--- src/rtl/bus_phase_pkg.sv ---
package bus_phase_pkg;

   // Master clocks spent in one half of a bus cycle.
   function automatic int half_of(input int div);
      return div / 2;
   endfunction

   // Width of a counter that holds 0 .. div-1.
   function automatic int cnt_width(input int div);
      return (div > 2) ? $clog2(div) : 1;
   endfunction

   // Length in clocks of the column strobe pulse.
   function automatic int col_len(input int div, input int row, input int col);
      return half_of(div) - (col - row);
   endfunction

endpackage

--- src/rtl/phase_divider.sv ---
module phase_divider
   import bus_phase_pkg::*;
#(
   parameter int DIV = 8
) (
   input  logic clk,
   input  logic rst,
   output logic phi2
);
   localparam int CW = cnt_width(DIV);
   localparam logic [CW-1:0] HALF_C = CW'(half_of(DIV));
   localparam logic [CW-1:0] LAST_C = CW'(DIV - 1);

   logic [CW-1:0] cnt_q;
   logic [CW-1:0] cnt_nx;
   logic          phi2_q;

   always_comb begin
      if (cnt_q == LAST_C) cnt_nx = '0;
      else                 cnt_nx = cnt_q + 1'b1;
   end

   always_ff @(posedge clk) begin
      if (rst) begin
         cnt_q  <= '0;
         phi2_q <= 1'b0;
      end else begin
         cnt_q  <= cnt_nx;
         phi2_q <= (cnt_nx >= HALF_C);
      end
   end

   assign phi2 = phi2_q;

   // phi2 may only change at the two phase boundaries of the count
   a_r1_edge_place: assert property (@(posedge clk) disable iff (rst)
      (phi2_q != $past(phi2_q)) |-> (cnt_q == '0 || cnt_q == HALF_C));

   // the first clock after reset release begins a low phase
   a_r1_low_first: assert property (@(posedge clk)
      ($past(rst) && !rst) |-> !phi2_q);
endmodule

--- src/rtl/phase_tap_chain.sv ---
module phase_tap_chain #(
   parameter int NTAPS = 8
) (
   input  logic             clk,
   input  logic             rst,
   input  logic             phi2,
   output logic [NTAPS-1:0] taps,
   output logic             cyc_start
);
   assign taps[0] = phi2;

   for (genvar k = 1; k < NTAPS; k++) begin : g_stage
      logic stage_q;
      always_ff @(posedge clk) begin
         if (rst) stage_q <= 1'b0;
         else     stage_q <= taps[k-1];
      end
      assign taps[k] = stage_q;

      // each stage repeats its predecessor one clock later
      a_r2_shift: assert property (@(posedge clk) disable iff (rst)
         !$past(rst) |-> (taps[k] == $past(taps[k-1])));
   end

   assign cyc_start = taps[0] & ~taps[1];

   // the cycle-start pulse lasts a single clock and only while phi2 is high
   a_r5_single: assert property (@(posedge clk) disable iff (rst)
      cyc_start |=> !cyc_start);
   a_r5_in_high: assert property (@(posedge clk) disable iff (rst)
      cyc_start |-> phi2);
endmodule

--- src/rtl/strobe_combiner.sv ---
module strobe_combiner (
   input  logic clk,
   input  logic rst,
   input  logic row_tap,
   input  logic col_tap,
   output logic ras_n,
   output logic cas_n
);
   logic ras_n_q;
   logic cas_n_q;

   always_ff @(posedge clk) begin
      if (rst) begin
         ras_n_q <= 1'b1;
         cas_n_q <= 1'b1;
      end else begin
         ras_n_q <= ~row_tap;
         cas_n_q <= ~(row_tap & col_tap);
      end
   end

   assign ras_n = ras_n_q;
   assign cas_n = cas_n_q;

   // column strobe never active outside the row strobe
   a_r4_nested: assert property (@(posedge clk) disable iff (rst)
      !cas_n_q |-> !ras_n_q);
endmodule

--- src/rtl/bus_phase_gen.sv ---
module bus_phase_gen
   import bus_phase_pkg::*;
#(
   parameter int DIV     = 8,
   parameter int NTAPS   = DIV,
   parameter int ROW_TAP = 1,
   parameter int COL_TAP = 3
) (
   input  logic             clk,
   input  logic             rst,
   output logic             phi2,
   output logic [NTAPS-1:0] phase_taps,
   output logic             cyc_start,
   output logic             ras_n,
   output logic             cas_n
);
   if (DIV < 4 || (DIV % 2) != 0) begin : g_bad_div
      $error("DIV must be even and at least 4");
   end
   if (NTAPS < 2) begin : g_bad_ntaps
      $error("NTAPS must be at least 2");
   end
   if (ROW_TAP < 0 || COL_TAP <= ROW_TAP || COL_TAP >= NTAPS) begin : g_bad_taps
      $error("tap order must satisfy 0 <= ROW_TAP < COL_TAP < NTAPS");
   end
   if (col_len(DIV, ROW_TAP, COL_TAP) < 1) begin : g_bad_gap
      $error("COL_TAP - ROW_TAP must be less than DIV/2");
   end

   logic             phi2_w;
   logic [NTAPS-1:0] taps_w;
   logic             start_w;

   phase_divider #(.DIV(DIV)) u_div (
      .clk  (clk),
      .rst  (rst),
      .phi2 (phi2_w)
   );

   phase_tap_chain #(.NTAPS(NTAPS)) u_chain (
      .clk       (clk),
      .rst       (rst),
      .phi2      (phi2_w),
      .taps      (taps_w),
      .cyc_start (start_w)
   );

   strobe_combiner u_strb (
      .clk     (clk),
      .rst     (rst),
      .row_tap (taps_w[ROW_TAP]),
      .col_tap (taps_w[COL_TAP]),
      .ras_n   (ras_n),
      .cas_n   (cas_n)
   );

   assign phi2       = phi2_w;
   assign phase_taps = taps_w;
   assign cyc_start  = start_w;

   // one clock after reset is seen, every output is idle
   a_r6_reset_idle: assert property (@(posedge clk)
      rst |=> (ras_n && cas_n && !phi2 && !cyc_start));
endmodule

--- config.mk ---
export PLATFORM = sky130hd
export DESIGN_NAME = bus_phase_gen
export DESIGN_NICKNAME = d
export VERILOG_FILES = /design/src/rtl/bus_phase_pkg.sv /design/src/rtl/phase_divider.sv /design/src/rtl/phase_tap_chain.sv /design/src/rtl/strobe_combiner.sv /design/src/rtl/bus_phase_gen.sv
export SDC_FILE = /design/constraint.sdc
export NUM_CORES = 1
export LEC_CHECK = 0
export BUFFER_PORTS_ARGS = -buffer_cell sky130_fd_sc_hd__buf_2
export CORE_AREA = 2 2 39 41
export DETAILED_ROUTE_END_ITERATION = 6
export DIE_AREA = 0 0 41 43
export SETUP_SLACK_MARGIN = 0.15
export SLEW_MARGIN = 10
export SYNTH_ARGS = -nofsm -noshare
export SYNTH_HDL_FRONTEND = slang
export SYNTH_HIERARCHICAL = 1
export SYNTH_SLANG_ARGS = --single-unit
--- constraint.sdc ---
create_clock -name clk -period 1.4 [get_ports clk]
set_input_delay 0.07 -clock clk [delete_from_list [all_inputs] [get_ports clk]]
set_output_delay 0.07 -clock clk [all_outputs]
set_load 0.01 [all_outputs]
==> results.txt, run 1 <==
The run finished with clean final reports. Setup repair after global routing left no endpoint under its margin. For this run the aggregate overflow at the end of global routing stands at 0.

At the placement stage, the worst setup path has a slack of 386.1 ps. The worst hold path belongs to the class in2reg. The die covers 0.001763 mm². The number of hold-slack violations in the final timing report was 0. The standard cell core area was 0.001384 mm².

TritonCTS built the clock tree. The fraction of final layout cells with drive strength greater than 1 was 0.3953. The transition time at the pin with the least slew margin is 195.6 ps, and the effective utilization at floorplan is 0.2975. Once routing completed, OpenROAD measured the worst setup slack at 386.1 ps. The post-synthesis register bit count came out at 12.

Net count after synthesis: 39. The sequential fraction of the synthesis area is 0.5836, and the mux cell area share after synthesis is 0. The tightest hold path in the finished design has a slack of 115.7 ps. The clock transition time at the flip-flop clock pins of the worst setup and hold paths came out at 70 ps.

In the final routed layout, each cell accounts on average for 8.678 µm. A synthesized cell averages 11.76 µm². The part of the cycle the worst path needs came out at 0.7242. For this run, the detailed router's first-pass iteration total came to 2.

TritonCTS buffer count: 3. The worst setup skew after layout is 4.239 ps, and the normalized max-slew margin is 0.8696. Synthesis produced a netlist whose cell count is 35. In this run, post-CTS repair resized a total of 0 instances.

The critical path in this run is classified as reg2reg. The largest buffer count on any clock path was 2; the xor and xnor fraction of the mapped netlist area was 0. The library cells used most frequently in the layout, excluding fill and tap cells, are 13 x sky130_fd_sc_hd__buf_2, 12 x sky130_fd_sc_hd__dfxtp_1, 10 x sky130_fd_sc_hd__nor2b_1, 3 x sky130_fd_sc_hd__clkbuf_4, 2 x sky130_fd_sc_hd__ha_1.

The most numerous cell type found on the critical path is sky130_fd_sc_hd__ha_1. In this run, the number of DRC markers left after iteration 0 of detailed routing was 2. The tools report the overall track demand over capacity in global routing as 0.06862. The largest net degree at the start of global routing was 13; the cell area power density was 1278 mW/mm². The die height works out to 43 µm. The finished layout holds 59 standard cells, fillers aside. During synthesis, Yosys emitted a total of 6 warnings. The fraction of the mapped netlist area in compound gates is 0, and the unique cell type count in the Yosys netlist is 7. Summing internal, switching and leakage power gives 0.0005870 W.

The most common cell after layout, fill and taps aside was sky130_fd_sc_hd__buf_2. At the end of routability-driven placement, the weighted congestion stood at 0.5908. The repair_antennas step left the layout with diodes totalling 0. The number of routed nets with antenna violations is 0, and the post-route minimum period is 1014 ps. The top achievable clock speed came out at 986.3 MHz. For this design the static power due to leakage is 0.2236 nW. Data on the critical path is required at its endpoint by 1550 ps. For this run, design rule violations remaining after detail routing come to 0.

Number of sinks on the clock net: 12. The synthesized-area fraction occupied by adder cells was 0.06079; the routed wire length was 512 µm. The tools report the number of antenna violations at the first check in global routing as 0.

The worst setup path is launched from a register. Buffers inserted to repair hold after CTS numbered 0. The number of levels in the clock H-tree was 1.

In this run, placement finished with an instance count of 56. On the worst path, the slowest cell contributes a delay of 320 ps. For the global-route wire length before repair, the log shows 752 µm.

The critical path goes through ha_1 -> ha_1 -> nor2b_1. The die is 41 µm wide. The cell area that synthesis handed to floorplanning was 411.6 µm². Relative to the synthesized area, the layout overhead comes to 11.55%. Row generation in the floorplan step produced 14 rows. Clock tree root buffer cell: sky130_fd_sc_hd__clkbuf_4.

STA classifies the critical path endpoint as a register. The worst IR drop on VDD was 0.3066 mV; the total number of vias was 244. For the max-capacitance violation count, the log shows 0. The slowest library cell on the worst path was sky130_fd_sc_hd__dfxtp_1. The combinational family with the most area after synthesis is simple AND/OR/NAND/NOR gates. At the later pin of the worst-skew pair, clock insertion delay measures 260 ps. After clock tree synthesis, the setup repair step added 0 buffers. Setup violations remaining at the end of the flow were counted as 0. Share of synthesized cell area in and, or, nand and nor gates: 0.2097.

Dividing the detail-routed via count by the number of cells gives 4.136. The run gives 185 as the via count of the first global-routing pass. At the end of the flow, the number of nets in the layout was 49. In this run the worst path has a maximum fanout of 2.

The final count of pins violating max slew came out at 0. Data on the critical path arrives at its endpoint at 1160 ps. The quantity of I/O buffers inserted on ports was 13; the boundary pin count was 14.

For the final routed database, the setup TNS stands at 0 ps.
-- state kept, by name, indices dropped and copies added (netlist names) --
register                 flops
u_div/cnt_q                  3
u_strb/ras_n                 1
u_chain/g_stage.stage_q      7
u_strb/cas_n                 1
-- path summary, 6_finish.rpt --
check                              from                         end  slack (ps)  cells past startpoint
min reg2reg  u_chain/g_stage[3].stage_q                u_strb/cas_n         410                      1
max                      u_div/cnt_q[0]              u_div/cnt_q[2]         390                      3
min                                 rst  u_chain/g_stage[1].stage_q         120                      2
max reg2reg              u_div/cnt_q[0]              u_div/cnt_q[2]         390                      3
-- layer usage --
metal | global-route usage | vias up | wire length [µm]
met5 | 0 | - | 0
met4 | 0.08000 | 0 | 0
met3 | 0.03141 | 0 | 57
met2 | 0.08438 | 10 | 229
met1 | 0.07516 | 115 | 225
li1 | - | 119 | -
-- power by group --
group	internal (W)	leakage (nW)	total (W)	switching, W
logic	0.0000155	0.112	0.0000305	0.0000150
clock network	0.0000992	0.0138	0.000199	0.0000993
registers	0.000351	0.0975	0.000358	0.00000665
total	0.000466	0.224	0.000587	0.000121
-- cell type report --
type,instances,area [µm²]
Tap cell,16,20.02
Clock buffer,3,22.52
Timing Repair Buffer,13,65.06
Sequential cell,12,240.2
Multi-Input combinational cell,15,111.4
Fill cell,145,924.6
-- metrics by stage --
step | area, µm² | util
2_1_floorplan | 411.6 | -
3_3_place_gp | 436.7 | 0.3156
3_5_place_dp | 436.7 | 0.3156
4_1_cts | 459.2 | 0.3318
5_1_grt | 459.2 | 0.3318
6_report | 459.2 | 0.3318
-- Yosys cell counts --
| master | n | area (µm²) |
|---|---|---|
| sky130_fd_sc_hd__dfxtp_1 | 12 | 240.2 |
| sky130_fd_sc_hd__nand2b_1 | 1 | 6.260 |
| sky130_fd_sc_hd__nor2b_1 | 10 | 62.56 |
| sky130_fd_sc_hd__ha_1 | 2 | 25.02 |
| sky130_fd_sc_hd__buf_4 | 8 | 60.06 |
| sky130_fd_sc_hd__nand3b_1 | 1 | 7.510 |
| sky130_fd_sc_hd__nor3_2 | 1 | 10.01 |
-- logic make-up after synthesis --
logic type / count (synthesis)
flip-flops: 12
adder cells (fa/ha/maj): 2
buffers and inverters: 8
AND/OR/NAND/NOR: 13
-- worst max-delay path: cells and delay by family, from the launching register on --
| kind | cells | cell delay, ps |
|---|---|---|
| and+or+nand+nor | 1 | 130 |
| DFF | 1 | 320 |
| adders and majority gates | 2 | 460 |
(Power assumes the default switching activity.)
==> run 2, diff against run 1 <==
==> constraint.sdc (replaced) <==
create_clock -name clk -period 0.9 [get_ports clk]
set_input_delay 0.045 -clock clk [delete_from_list [all_inputs] [get_ports clk]]
set_output_delay 0.045 -clock clk [all_outputs]
set_load 0.01 [all_outputs]
==> run 2 against run 1 <==
The run now ends with negative setup slack left. Critical endpoint is now cyc_start. Largest cell class unchanged. Clock power grew 110%. Core utilization grew 11 points. Die area is the same. Sequential share of layout area shrank 10 points.
==> results.txt, run 2 (synthesis gave the netlist of run 1 again) <==
The worst setup path is launched from a register. The checks that failed: negative setup slack. For this run, design rule violations remaining after detail routing come to 0.

The first global-routing pass estimated 1048 µm of wire. The worst hold path was traced through 2 stages. The standard cell core area is 0.001384 mm², and the leakage power figure is 0.2665 nW. The tools report the worst setup skew after layout as 3.039 ps.

The largest registers in the layout are u_chain/g_stage.stage_q x7, u_div/cnt_q x3. The final worst-path setup slack came out at -26.33 ps. Prior to clock tree synthesis, the placed netlist has a worst setup slack of -18.97 ps. Measured in cells, the most critical reg-to-reg path has a length of 3. The tool flagged a number of max-cap violations equal to 0. The total overflow left after global routing is 0. Walking the worst path, the cells encountered are nor2b_1 -> buf_2. The cell family contributing the most delay on the critical path is flip-flops. For the via count of the first global-routing pass, the log shows 273.

Data on the critical path is required at its endpoint by 850 ps. After detailed routing, the total wire length is 664 µm. Clock transition time at the flip-flop clock pins of the worst setup and hold paths: 70 ps. On the worst path, the slowest cell contributes a delay of 370 ps.

In this run, post-CTS hold repair placed 0 buffers. The clock drives 12 sinks. For the normalized max-slew margin, the log shows 0.8352.

Summed over all failing endpoints, the final setup total negative slack is -48.28 ps. Category of the critical setup timing path: reg2out. The flow ran to the end, but the final reports show violations.

The clock passes through at most 2 buffers. Derived from the worst setup path, the maximum achievable clock frequency is 1080 MHz. For this block, the initial DRC count from the detailed router was 2. The congestion estimate from routability-driven global placement came to 0.6314. The tools report the start of the worst register-to-register path as u_div/cnt_q[2]. Setup violations remaining at the end of the flow were counted as 3. TritonCTS built the clock tree. The source-to-sink clock delay at the later pin of the worst-skew pair was 270 ps. The run gives 0 as the number of hold-slack violations in the final timing report. STA classifies the critical path endpoint as a primary output.

The worst path buffer plus inverter count is 1. Setup repair after global routing could not meet its margin everywhere. The post-route minimum period came out at 926.3 ps. Dividing total power by cell area gives a power density of 1763 mW/mm².

The reg-to-reg setup timing slack was -10 ps; the average routed wire per standard cell was 10.22 µm. The floorplan has 14 rows. The cell area after placement was 465.4 µm²; the area added between synthesis and finish was 47.11%. The fraction of final layout cells with drive strength greater than 1 is 0.7347, and the part of the cycle the worst path needs is 1.029.

The beginning of the worst hold path was rst. The floorplan step defined a die boundary enclosing 0.001763 mm². The detailed router placed 260 vias in this run. Tracing the worst setup path back leads to its startpoint at u_div/cnt_q[2]. The tools report the final count of pins violating max slew as 0.

Counting the buffers created by CTS gives 3. For the area of all placed cells without fillers, the log shows 605.6 µm². The cell sitting at the root of the clock tree is a sky130_fd_sc_hd__clkbuf_4. Number of antenna violations at the first check in global routing: 0. IR analysis of the VDD net gives a maximum drop of 0.5586 mV. The path class of the tightest hold or removal check is in2reg.

The number of routed nets with antenna violations is 0. In the routed layout, each cell is associated on average with a via count of 4.000. The run gives 102.8 ps as the smallest hold slack. The count of buffers added on input and output ports is 13. The number of levels in the clock H-tree came out at 1. Leaving out fill and tap cells, the most frequent cells in the layout are 9 x sky130_fd_sc_hd__nor2b_1, 9 x sky130_fd_sc_hd__dfxtp_2, 8 x sky130_fd_sc_hd__buf_6, 6 x sky130_fd_sc_hd__buf_2, 4 x sky130_fd_sc_hd__buf_4. The overall track demand over capacity in global routing is 0.09284, and the data arrival time of the critical path is 880 ps.

Power consumption: 0.001067 W. At the pin with the least slew margin, the transition time is 247.2 ps. The pre-antenna-repair detailed-routing pass consisted of 2 iterations. The largest individual stage delay along the critical path comes from the cell sky130_fd_sc_hd__dfxtp_4. The die height was 43 µm. The tools report the effective utilization at floorplan as 0.2975. The number of flip-flops in the largest register is 7. 14 I/O pins were placed. Terminus of the critical flop-to-flop path: u_div/cnt_q[2].

For the largest net degree at the start of global routing, the log shows 13. Measured along the x axis, the die boundary spans 41 µm. The count of inserted antenna diode cells is 0, and the final net count is 54.

The largest fanout on the critical path was 5. For hold timing, the worst endpoint is u_div/cnt_q[1]. Counting flops per register, the top entry is u_chain/g_stage.stage_q.
==> run 2: routing by layer <==
metal,vias to the layer above,track usage,wire [µm]
li1,128,-,-
met1,122,0.09804,272
met2,10,0.1375,359
met3,0,0.01571,32
met4,0,0.1000,0
met5,-,0,0
==> run 2: timing repair <==
action / CTS / global route
endpoints found under the setup margin: 13 / 15
buffers inserted: 4 / 1
resized for setup: 11 / 6
pin swaps: 3 / 2
==> run 2: how the worst max path moves through the flow <==
stage	cells after the start	slack [ps]	end
after floorplan	3	10	u_div/cnt_q[2]
after global placement	3	-2	u_div/cnt_q[2]
after detailed placement	3	-20	u_div/cnt_q[2]
after CTS	3	-50	u_div/cnt_q[2]
after global routing	2	-60	cyc_start
final	2	-30	cyc_start
==> run 2: through the flow <==
stage | std cells | util
2_1_floorplan | 35 | -
3_3_place_gp | 56 | 0.3363
3_5_place_dp | 56 | 0.3363
4_1_cts | 64 | 0.4132
5_1_grt | 65 | 0.4376
6_report | 65 | 0.4376
==> run 2: cell type report <==
| cell class | count | area [µm²] |
|---|---|---|
| clock buffers | 4 | 36.28 |
| fillers | 132 | 778.2 |
| multi-input cells | 15 | 143.9 |
| flip-flops and latches | 12 | 255.2 |
| well taps | 16 | 20.02 |
| repair buffers | 18 | 150.1 |
==> run 2: report_power, final <==
group          internal [W]   total, W  switching, W  leakage (nW)
Combinational     0.0000562  0.0000909     0.0000347         0.143
Sequential         0.000548   0.000561     0.0000129         0.102
Clock              0.000246   0.000416      0.000170        0.0210
==> run 2: worst reg2reg max path, stage by stage, from the launching register on <==
cell                      delay, ps
sky130_fd_sc_hd__dfxtp_4        360
sky130_fd_sc_hd__buf_6          110
sky130_fd_sc_hd__ha_4           220
sky130_fd_sc_hd__nor2b_1        110
==> run 3, diff against run 2 <==
==> constraint.sdc (replaced) <==
create_clock -name clk -period 1.1 [get_ports clk]
set_input_delay 0.055 -clock clk [delete_from_list [all_inputs] [get_ports clk]]
set_output_delay 0.055 -clock clk [all_outputs]
set_load 0.01 [all_outputs]
==> run 3 against run 2 <==
The run now ends clean. Clock skew grew 4.5 ps. Final area shrank 18%. Clock-buffer cell count is the same. Routed wire length shrank 16%. Critical path type is now reg2reg. Critical endpoint is now u_div/cnt_q[2].
==> results.txt, run 3 (synthesis gave the netlist of run 1 again) <==
The register with the most flip-flops in the layout has 7 of them. Static timing analysis puts the maximum clock frequency at 1048 MHz. Across all setup checks in the final design, the least slack found is 146.1 ps. For the combinational share of power, the log shows 0.060. Ranked by flip-flop count, first place goes to u_chain/g_stage.stage_q.

The via-per-instance ratio is 4.081. The die is 43 µm tall. The effective utilization at floorplan was 0.2975; the number of filler instances in the final layout was 155. The run gives 0 as the max-capacitance violation count.

The length of the first detailed-routing pass in iterations was 1; the transition time at the pin with the least slew margin was 198.8 ps. At the end of the flow, the number of nets in the layout was 51. The final layout contains routed wiring with a total length of 560 µm. The logs give 0.0001657 W for the net switching power of the design and 0.8674 for the normalized max-slew margin. In the final routed layout, each cell accounts on average for 9.032 µm. For this run, design rule violations remaining after detail routing come to 0.

Die outline width: 41 µm. The top cell types in the final layout, fill and taps aside, are 12 x sky130_fd_sc_hd__buf_2, 10 x sky130_fd_sc_hd__nor2b_1, 10 x sky130_fd_sc_hd__dfxtp_1, 3 x sky130_fd_sc_hd__clkbuf_4. The via count of the first global-routing pass came out at 225.

The largest fanout on the critical path was 2. For the smallest hold slack, the log shows 90.22 ps. The layer carrying the most global-route usage is met2.

Setup violations remaining at the end of the flow were counted as 0. The number of DRC markers in iteration 0 came out at 0. The total number of vias came out at 253.

For the met3 track demand over resource in global routing, the log shows 0.01571. For the worst setup path, the data required time is 1260 ps. In this run the standard cell core region covers 0.001384 mm². The final count of pins violating max slew came out at 0. The leakage power figure came out at 0.2403 nW.

The total overflow left after global routing is 0. The part of the cycle the worst path needs was 0.8672. Clock transition time at the flip-flop clock pins of the worst setup and hold paths: 80 ps. The first global-routing pass estimated 841 µm of wire.

The smallest clock period supported by the final layout is computed as 953.9 ps. The path class of the tightest hold or removal check is in2reg. The critical path goes through ha_2 -> ha_1 -> nor2b_1. The sum of negative setup slack was 0 ps; the data arrival time of the critical path was 1110 ps. The logs give 0.1188 for the met2 global-route usage and 0 for the count of inserted antenna diode cells. The run finished with clean final reports. The number of sinks on the clock net was 12. The floorplan step defined a die boundary enclosing 0.001763 mm². Overall track demand over capacity in global routing: 0.07754.

The area growth from synthesis to layout is 21.28%. The proportion of power drawn by flip-flops and latches was 0.540; the number of antenna violations at the first check in global routing was 0. The largest registers in the layout are u_chain/g_stage.stage_q x7, u_div/cnt_q x3. Across the VDD grid, the largest voltage drop is 0.5630 mV. The tools report the critical path launch point type as a register. For the number of hold-slack violations in the final timing report, the log shows 0.

The worst setup skew after layout was 7.497 ps; the quantity of I/O buffers inserted on ports was 13. The cell sitting at the root of the clock tree is a sky130_fd_sc_hd__clkbuf_4. Counting along the longest clock path gives a buffer depth of 2.

For this run, the slowest stage of the critical path takes 320 ps. STA classifies the critical path endpoint as a register. TritonCTS built the clock tree.

The slowest library cell on the worst path was sky130_fd_sc_hd__dfxtp_2. For the clock share of power, the log shows 0.400. The switching part of the total power was 0.1966. Clock latency on the worst-skew pair, taken at its later pin, is 270 ps. Final weighted congestion of routability-driven global placement: 0.5948. After the flow finishes, the layout carries non-filler instances totaling 62. The detail route stage leaves a number of antenna-violating nets equal to 0. Setup repair after global routing could not meet its margin everywhere. The boundary pin count was 14; the worst slack at placement was 109.3 ps. The run gives 0.3608 as the final core area utilization. The initialized floorplan defines 14 standard-cell rows. Fraction of final layout cells with drive strength greater than 1: 0.5000. TritonCTS buffer count: 3. The library cell used most frequently in the layout, excluding fill and tap cells, is sky130_fd_sc_hd__buf_2. The category of the critical setup timing path is reg2reg.

In this run the power density over the cells is 1689 mW/mm². Internal power comes to 0.0006774 W. The logs give 1 for the number of levels in the clock H-tree and 0.06818 for the met1 demand-to-capacity share in global routing. Entering global routing, the biggest net connects 13 pins.

The number of placed instances, taps included, is 56.
==> run 3: cell type report <==
cell class                 count  area (µm²)  area share
sequential                    12       242.7      0.4862
multi-input combinational     15       113.9      0.2281
timing repair buffer          15       86.33      0.1729
clock buffer                   4       36.28     0.07268
tap                           16       20.02     0.04010
==> run 3: worst paths after layout <==
path / slack [ps] / to / depth (start not counted) / from
worst max-delay path: 150 / u_div/cnt_q[2] / 3 / u_div/cnt_q[0]
worst min register to register: 420 / u_strb/cas_n / 1 / u_chain/g_stage[3].stage_q
worst min-delay path: 90 / u_div/cnt_q[0] / 2 / rst
worst max register to register: 150 / u_div/cnt_q[2] / 3 / u_div/cnt_q[0]
==> run 3: timing repair <==
action,CTS,global route
setup buffers,2,0
pin swaps,1,0
endpoints found under the hold margin,0,0
gates resized for setup,2,1
setup endpoints to repair,2,3
hold buffers,0,0
==> run 3: through the flow <==
stage	area (µm²)	total power, W
3_5_place_dp	439.2	0.0005065
6_report	499.2	0.0008432
3_3_place_gp	439.2	0.0005065
2_1_floorplan	414.1	0.0004923
4_1_cts	493.0	0.0008637
5_1_grt	499.2	0.0008945
==> run 3: per-layer routing <==
layer,wire (µm),part of all wire
met1,221,0.39
met2,283,0.51
met5,0,0
met3,54,0.096
met4,0,0
==> run 3: power by group through the flow <==
| stage | clock network [W] | registers [W] | logic (W) |
|---|---|---|---|
| 6_report | 0.000337 | 0.000455 | 0.0000506 |
| 5_1_grt | 0.000379 | 0.000457 | 0.0000584 |
| 4_1_cts | 0.000359 | 0.000455 | 0.0000492 |
| 3_5_place_dp | 0 | 0.000466 | 0.0000408 |
| 3_3_place_gp | 0 | 0.000466 | 0.0000406 |
| 2_1_floorplan | 0 | 0.000465 | 0.0000273 |
==> run 3: critical path, delay by kind of cell (launching register included) <==
family | cells | cell delay (ps)
adders and majority gates | 2 | 410
DFF | 1 | 320
and+or+nand+nor | 1 | 120
